<file path="src/rtl/mdr_pkg.sv">
package mdr_pkg;
  typedef enum logic [2:0] {
    S_IDLE,
    S_EST,
    S_BACK,
    S_SUB,
    S_FIX
  } mdr_state_e;
endpackage

</file>
<file path="src/rtl/mdr_cfg.sv">
module mdr_cfg #(
  parameter int K = 32
) (
  input  logic         clk,
  input  logic         rst,
  input  logic         load_i,
  input  logic         idle_i,
  input  logic [K-1:0] mod_i,
  input  logic [K+1:0] mu_i,
  output logic [K-1:0] mod_o,
  output logic [K+1:0] mu_o,
  output logic         valid_o,
  output logic         err_o
);
  always_ff @(posedge clk) begin
    if (rst) begin
      mod_o   <= '0;
      mu_o    <= '0;
      valid_o <= 1'b0;
      err_o   <= 1'b0;
    end else if (load_i && idle_i) begin
      mod_o   <= mod_i;
      mu_o    <= mu_i;
      valid_o <= mod_i[K-1];
      err_o   <= ~mod_i[K-1];
    end
  end

  p_err_range_r2: assert property (@(posedge clk) disable iff (rst)
    (load_i && idle_i) |=> (err_o == !$past(mod_i[K-1])));

  p_load_ignored_r8: assert property (@(posedge clk) disable iff (rst)
    (load_i && !idle_i) |=> ($stable(mod_o) && $stable(mu_o)));
endmodule

</file>
<file path="src/rtl/mdr_mul.sv">
module mdr_mul #(
  parameter int AW = 33,
  parameter int BW = 34,
  localparam int PW = AW + BW
) (
  input  logic          clk,
  input  logic          en,
  input  logic [AW-1:0] a,
  input  logic [BW-1:0] b,
  output logic [PW-1:0] p
);
  always_ff @(posedge clk) begin
    if (en) p <= PW'(a) * PW'(b);
  end
endmodule

</file>
<file path="src/rtl/mdr_fix.sv">
module mdr_fix #(
  parameter int K = 32,
  localparam int RW = K + 2
) (
  input  logic [RW-1:0] rem_i,
  input  logic [K-1:0]  mod_i,
  output logic          ge_o,
  output logic [RW-1:0] nxt_o
);
  logic [RW-1:0] mod_ext;
  always_comb begin
    mod_ext = {2'b00, mod_i};
    ge_o    = rem_i >= mod_ext;
    nxt_o   = rem_i - mod_ext;
  end
endmodule

</file>
<file path="src/rtl/mod_reducer.sv">
module mod_reducer #(
  parameter int K = 32
) (
  input  logic           clk,
  input  logic           rst,
  input  logic           cfg_load,
  input  logic [K-1:0]   cfg_mod,
  input  logic [K+1:0]   cfg_mu,
  input  logic           start,
  input  logic [2*K-1:0] x_in,
  output logic           busy,
  output logic           done,
  output logic [K-1:0]   r_out,
  output logic           cfg_err
);
  import mdr_pkg::*;

  localparam int XW  = 2 * K;
  localparam int HW  = K + 1;
  localparam int MUW = K + 2;
  localparam int P1W = HW + MUW;
  localparam int QW  = P1W - (K + 1);
  localparam int P2W = QW + K;
  localparam int RW  = K + 2;

  mdr_state_e     state;
  logic [XW-1:0]  x_q;
  logic [RW-1:0]  rem_q;
  logic [1:0]     fix_cnt;
  logic           done_q;
  logic [K-1:0]   r_q;

  logic [K-1:0]   mod_w;
  logic [K+1:0]   mu_w;
  logic           cfg_ok;
  logic           idle;
  logic [P1W-1:0] p1;
  logic [P2W-1:0] p2;
  logic [QW-1:0]  q_est;
  logic [P2W-1:0] diff;
  logic           ge;
  logic [RW-1:0]  rem_nxt;

  assign idle  = (state == S_IDLE);
  assign q_est = p1[P1W-1:K+1];
  assign diff  = {{(P2W-XW){1'b0}}, x_q} - p2;

  mdr_cfg #(.K(K)) u_cfg (
    .clk(clk), .rst(rst), .load_i(cfg_load), .idle_i(idle),
    .mod_i(cfg_mod), .mu_i(cfg_mu),
    .mod_o(mod_w), .mu_o(mu_w), .valid_o(cfg_ok), .err_o(cfg_err)
  );

  mdr_mul #(.AW(HW), .BW(MUW)) u_mul_est (
    .clk(clk), .en(state == S_EST),
    .a(x_q[XW-1:K-1]), .b(mu_w), .p(p1)
  );

  mdr_mul #(.AW(QW), .BW(K)) u_mul_back (
    .clk(clk), .en(state == S_BACK),
    .a(q_est), .b(mod_w), .p(p2)
  );

  mdr_fix #(.K(K)) u_fix (
    .rem_i(rem_q), .mod_i(mod_w), .ge_o(ge), .nxt_o(rem_nxt)
  );

  always_ff @(posedge clk) begin
    if (rst) begin
      state   <= S_IDLE;
      x_q     <= '0;
      rem_q   <= '0;
      fix_cnt <= '0;
      done_q  <= 1'b0;
      r_q     <= '0;
    end else begin
      done_q <= 1'b0;
      case (state)
        S_IDLE: begin
          if (start && cfg_ok) begin
            x_q   <= x_in;
            state <= S_EST;
          end
        end
        S_EST:  state <= S_BACK;
        S_BACK: state <= S_SUB;
        S_SUB: begin
          rem_q   <= diff[RW-1:0];
          fix_cnt <= '0;
          state   <= S_FIX;
        end
        S_FIX: begin
          if (ge) begin
            rem_q   <= rem_nxt;
            fix_cnt <= fix_cnt + 2'd1;
          end else begin
            r_q    <= rem_q[K-1:0];
            done_q <= 1'b1;
            state  <= S_IDLE;
          end
        end
        default: state <= S_IDLE;
      endcase
    end
  end

  assign busy  = !idle;
  assign done  = done_q;
  assign r_out = r_q;

  p_est_bound_r5: assert property (@(posedge clk) disable iff (rst)
    (state == S_FIX && fix_cnt == 2'd0) |->
      (rem_q < ({2'b00, mod_w} + {2'b00, mod_w} + {2'b00, mod_w})));

  p_corr_limit_r5: assert property (@(posedge clk) disable iff (rst)
    (state == S_FIX && fix_cnt == 2'd2) |-> !ge);

  p_rem_below_mod_r4: assert property (@(posedge clk) disable iff (rst)
    done |-> (r_out < mod_w));

  p_done_pulse_r9: assert property (@(posedge clk) disable iff (rst)
    done |=> !done);

  p_hold_result_r9: assert property (@(posedge clk) disable iff (rst)
    !done |-> $stable(r_out));

  p_no_start_invalid_r3: assert property (@(posedge clk) disable iff (rst)
    (idle && !cfg_ok) |=> !busy);
endmodule

</file>
<file path="config.mk">
export PLATFORM = sky130hd
export DESIGN_NAME = mod_reducer
export DESIGN_NICKNAME = d
export VERILOG_FILES = /design/src/rtl/mdr_pkg.sv /design/src/rtl/mdr_cfg.sv /design/src/rtl/mdr_mul.sv /design/src/rtl/mdr_fix.sv /design/src/rtl/mod_reducer.sv
export SDC_FILE = /design/constraint.sdc
export NUM_CORES = 2
export LEC_CHECK = 0
export BUFFER_PORTS_ARGS = -buffer_cell sky130_fd_sc_hd__buf_4
export CAP_MARGIN = 0
export CORE_MARGIN = 2
export CORE_UTILIZATION = 60
export CTS_BUF_LIST = sky130_fd_sc_hd__clkbuf_8
export DETAILED_ROUTE_END_ITERATION = 7
export PLACE_DENSITY = 0.81
export SLEW_MARGIN = 30
export SYNTH_ARGS = -nofsm -noshare
export SYNTH_HDL_FRONTEND = slang
export SYNTH_SLANG_ARGS = --single-unit
</file>
<file path="constraint.sdc">
create_clock -name clk -period 22.3 [get_ports clk]
set_clock_uncertainty 0.1 [all_clocks]
set_input_delay 0 -clock clk [delete_from_list [all_inputs] [get_ports clk]]
set_output_delay 0 -clock clk [all_outputs]
set_load 0.005 [all_outputs]
</file>
* After elaboration in Yosys (flattened, before gate mapping)
Index checks and enable logic that the tools add are counted.
Cells by class: add/sub/neg operators 2, multiply operators 2, $lt $le $gt $ge 1, eq/ne operators 7, multiplexer cells 6, bitwise logic cells 3, reduce and logical (&&, ||, !) cells 10
Operator list (number):
- case mux 34 bit (2 select lines) | 1
- multiplier 33 x 34 -> 67 bit | 1
- >= comparator 34 x 32 -> 1 bit | 1
- multiplier 34 x 32 -> 34 bit | 1
- two-way mux 34 bit | 1
- subtractor 34 x 32 -> 34 bit | 1
- subtractor 34 bit | 1
- case mux 3 bit (5 select lines) | 1
- AND reduction 2 bit | 4
- == test 3 x 2 -> 1 bit, second input constant | 2
- two-way mux 3 bit | 2
- inequality test 2 bit, second input constant | 2
- == test 3 x 1 -> 1 bit, second input constant | 1
- == test 3 bit, second input constant | 1
- logical NOT 3 bit | 1
- NOT 1 bit | 3
- logical AND 1 bit | 2
- inequality test 2 x 1 -> 1 bit, second input constant | 1
- nonzero test 2 bit | 1
- OR reduction 2 bit | 1
- logical NOT 1 bit | 1
- two-way mux 1 bit | 1
Word-level totals: bits in registers 303, input bits 134, word-level logic and storage cells 42

* Logic depth before layout (Yosys ltp)
depth in word-level cells 3, depth in mapped cells 30

* Cells and area by module
A second synthesis with hierarchy kept.
Second synthesis, totals: cells, all modules 9472, area total of the unflattened synthesis 86865.8 µm²
Modules (own cells, without submodules):
- mdr_mul (u_mul_est) | instances 1, cells each 4049, area each 37866.3 µm², sequential area each 2011.9 µm²
- mdr_mul (u_mul_back) | instances 1, cells each 3948, area each 36747.7 µm², sequential area each 1981.9 µm²
- mod_reducer | instances 1, cells each 870, area each 6616.3 µm², sequential area each 2682.6 µm²
- mdr_cfg | instances 1, cells each 305, area each 3664.8 µm², sequential area each 1341.3 µm²
- mdr_fix | instances 1, cells each 300, area each 1970.6 µm², sequential area each 0.0 µm²

* Worst setup path after synthesis
No wires, ideal clock.
path kind register to register, start register x_q[40], end register u_mul_est.p[57], data pin, library setup time 262 ps, arrival 7396 ps, required time 21938 ps, setup slack 14542 ps, cell stages (with the launch flop) 29, buffers on the path 2, clock period less this slack 7758 ps, cell sequence dfxtp_1 clkbuf_1 clkbuf_1 nand2_1 fa_1 inv_1 fa_1 fa_1 inv_1 fa_1 inv_1 fa_1 fa_1 fa_1 inv_1 fa_1 inv_1 ha_1 a21oi_1 nor2b_1 nor3_1 a2bb2oi_1 nor4_1 o22ai_1 o21ai_0 o21bai_1 a21oi_1 o21bai_1 xor2_1
On the way: word-level cells in the longest chain between the ends 1
RTL lines:
- start: declaration | line mod_reducer.sv:27 | logic [XW-1:0] x_q;
- start signal: assignment | line mod_reducer.sv:81 | x_q <= x_in;
- multiplier 33 x 34 -> 67 bit | line mdr_mul.sv:13 | if (en) p <= PW'(a) * PW'(b);
- end signal: assignment | line mdr_mul.sv:13
- end: declaration | line mdr_mul.sv:10 | output logic [PW-1:0] p
Every way passes these cells. A chain may end at the register's enable or synchronous reset.

* Worst setup path after layout
start register x_q[35], end register u_mul_est.p[57], data pin
The elaborated chain is that of the path after synthesis.

==> flow_metrics.env <==
export IMPL_status="completed"
export IMPL_max_stage_delay_ns=0.96
export IMPL_gp_congestion=0.965
export IMPL_ctsRootBufferMaster="clkbuf_8"
export IMPL_drive_above_1_share_pct=5.46
export IMPL_synth_edf_count=68
export IMPL_grt_pass1_vias=58400
export IMPL_start_util_pct=60.5
export IMPL_slew_violations=0
export IMPL_synth_seq_cells=269
export IMPL_wl_per_cell_microns=22.5
export IMPL_drc_errors=0
export IMPL_crit_path_end_kind="register"
export IMPL_grt_pass1_wl_microns=321000
export IMPL_synthToLayoutAreaGrowth_pct=10.7
export IMPL_cts_path_max_buffers=3
export IMPL_clk_latency_ns=0.74
export IMPL_vias_per_cell=5.92
export IMPL_yosysTopAreaCellShare_pct=45.1
export IMPL_timing_fmax_ghz=0.113
export IMPL_fin_nets=9656
export IMPL_port_buffers=168
export IMPL_synth_fp_nets=9390
export IMPL_ys_async_sr_fraction_pct=0
export IMPL_worstSetupPathType="reg -> reg"
export IMPL_wirelength_microns=204000
export IMPL_grt_util_met3_pct=11.1
export IMPL_synth_seq_area_share_pct=9.37
export IMPL_hold_viol=0
export IMPL_synth_largest_area_cell="fa_1"
export IMPL_period_minus_slack_ns=8.88
export IMPL_power_density_mw_per_mm2=36.1
export IMPL_worst_pin_slew_ns=1.12
export IMPL_setup_tns_ns=0
export IMPL_drt_iter0_markers=5325
export IMPL_cap_violations=0
export IMPL_dpl_hpwl_microns=139000
export IMPL_filler_cell_count=7997
export IMPL_dpl_cell_count=8614
export IMPL_multiInputGateArea_sq_mm=0.0511
export IMPL_synthFlopType="dfxtp_1"
export IMPL_drt_pass1_iter_count=8
export IMPL_synthCells=7346
export IMPL_cellLeakagePower_nw=36.2
export IMPL_grt_max_degree=101
export IMPL_vias=53700
export IMPL_synth_avg_cell_area_sq_um=8.82
export IMPL_synth_cell_types=82
export IMPL_final_core_util_pct=67.0
export IMPL_grt_util_met2_pct=59.0
export IMPL_grt_busiest_layer="met2"
export IMPL_reg2reg_from="x_q[35]"
export IMPL_fin_cells=9064
export IMPL_die_w_microns=333
export IMPL_numCtsBuffers=50
export IMPL_irDropWorstVdd_uv=65.2
export IMPL_arrival_ns=9.22
export IMPL_rows=120
export IMPL_relSlewSlack_pct=25.5
export IMPL_crit_top_cell="fa_1"
export IMPL_finalCritPeriodShare_pct=39.8
export IMPL_rsz0062_at_grt="no"
export IMPL_drtAntennaViolNets=0
export IMPL_setup_viol_count_final=0
export IMPL_yosys_warnings=0
export IMPL_core_sq_mm=0.107
export IMPL_worstPathCellList="nand2_1, fa_1, fa_1, fa_1, fa_1, inv_1, fa_1, inv_1, fa_1, inv_1, fa_1, fa_1, ha_1, a22oi_1, o211ai_1, a21oi_1, o21ai_0, nor4_2, o22ai_1, o21ai_0, o21bai_1, a21oi_1, o21bai_1, xor2_1"
export IMPL_gr_total_overflow=0
export IMPL_cts_sinks=269
export IMPL_syn_area_sq_mm=0.0648
export IMPL_setup_ws_ns=13.42
export IMPL_crit_fanout=35
export IMPL_dp_slack_ns=13.65
export IMPL_cts_tree="built"
export IMPL_min_from="cfg_mod[27]"
export IMPL_use_met1_pct=46.2
export IMPL_clk_pin_slew_ns=0.07
export IMPL_seqCellArea_sq_mm=0.00609
export IMPL_startpoint="x_q[35]"
export IMPL_required_ns=22.64
export IMPL_htree_levels=2
export IMPL_cp_slowest_cell="dfxtp_2"
export IMPL_synthTopCellsByArea="fa_1 (45%), inv_1 (9.3%), ha_1 (8.7%)"
export IMPL_cp_start_kind="register"
export IMPL_antenna_found_initial=11
export IMPL_hold_class="in -> reg"
export IMPL_dieArea_sq_mm=0.111
export IMPL_die_h_microns=333
export IMPL_track_usage_pct=37.8
export IMPL_ioPinCount=169
-- area by class of cell --
type / count / share of cell area, %
Clock inverter: 36 / 0.462
Inverter: 1605 / 8.40
Sequential cell: 269 / 8.50
Antenna cell: 7 / 0.0244
Timing Repair Buffer: 622 / 7.77
Multi-Input combinational cell: 5064 / 71.3
Clock buffer: 58 / 1.11
Tap cell: 1403 / 2.45
-- cell families (layout without fill, tap and decap cells) --
group	Yosys count	count (layout)	share of synthesized area, %
AND/OR/NAND/NOR	2388	2388	17.0
buffers and inverters	2013	2321	11.8
adder cells (fa/ha/maj)	1910	1910	53.8
AO/OA/AOI/OAI	589	589	5.72
flip-flops	269	269	9.37
XOR/XNOR	175	175	2.37
multiplexers	2	2	0.0309
other	0	7	0
-- flip-flops by register name, summed over array words and instances (netlist names), 3 cells and up --
register,count
u_mul_est.p,34
u_cfg.mu_o,34
u_cfg.mod_o,31
rem_q,34
state,3
u_mul_back.p,34
r_out,32
x_q,64
-- worst paths after layout --
path / slack (ns) / cells after the start / endpoint
setup / recovery: 13.42 / 24 / u_mul_est.p[57]
hold / removal: 0.008 / 4 / u_cfg.mod_o[27]
setup reg to reg: 13.42 / 24 / u_mul_est.p[57]
hold reg to reg: 0.36 / 2 / r_out[2]
-- synthesized netlist by cell type, types with 17 or more instances --
library cell,number
inv_1,1605
nand2_1,1479
fa_1,1458
and2_1,638
ha_1,452
clkbuf_1,387
a21oi_1,291
dfxtp_1,201
xnor2_1,124
nor2_1,87
o21ai_0,69
edfxtp_1,68
a21o_1,67
xor2_1,51
nor3_1,32
nand3_1,30
and3_1,22
a211oi_1,21
nor2b_1,19
nand2b_1,17
o21a_1,17
-- layout by cell type, fill, tap and decap left out, drive strengths merged, types with 5 or more instances in the layout --
master / count
inv: 1617
nand2: 1480
fa: 1458
and2: 638
ha: 452
dlygate4sd3: 348
a21oi: 292
buf: 274
dfxtp: 201
xnor2: 124
nor2: 90
o21ai: 74
edfxtp: 68
a21o: 68
clkbuf: 58
xor2: 51
nor3: 33
nand3: 30
a211oi: 26
and3: 22
nor2b: 19
o21a: 17
nand2b: 17
o21bai: 15
clkinv: 15
nand4: 14
or3: 13
o31ai: 13
a31oi: 13
nor4: 12
o211ai: 11
a311oi: 9
diode: 7
a2111oi: 6
or2: 5
clkinvlp: 5
-- through the flow --
stage | area (sq um) | hold slack, ns | power (mW)
2_1_floorplan | 64800 | 0.0360 | 1.51
3_3_place_gp | 67000 | 0.145 | 1.89
3_5_place_dp | 67000 | 0.149 | 1.92
4_1_cts | 71700 | 0.00492 | 2.54
5_1_grt | 71700 | 0.0151 | 2.74
6_report | 71700 | 0.00814 | 2.59
-- metal layers --
layer | vias up | part of all wire [%]
li1 | 22100 | -
met1 | 26500 | 34
met2 | 3922 | 45
met3 | 1104 | 13
met4 | 12 | 7.8
met5 | - | 0.039
-- power breakdown --
group | switching (mW) | internal [mW]
logic | 0.851 | 0.560
registers | 0.0472 | 0.558
clock network | 0.282 | 0.293
-- worst max-delay path, delay by kind of cell, from the launching register on --
kind / cells / cell delay, ns
simple gates: 2 / 0.87
compound gates: 9 / 1.92
xor+xnor: 1 / 0.14
fa+ha+maj: 9 / 4.37
flops: 1 / 0.96
buf+inv: 3 / 0.16
-- repair_timing --
action,4_1_cts,5_1_grt
endpoints found under the hold margin,148,0
setup buffers,0,0
resized for setup,0,0
hold buffers,348,0
(Power assumes the default switching activity.)
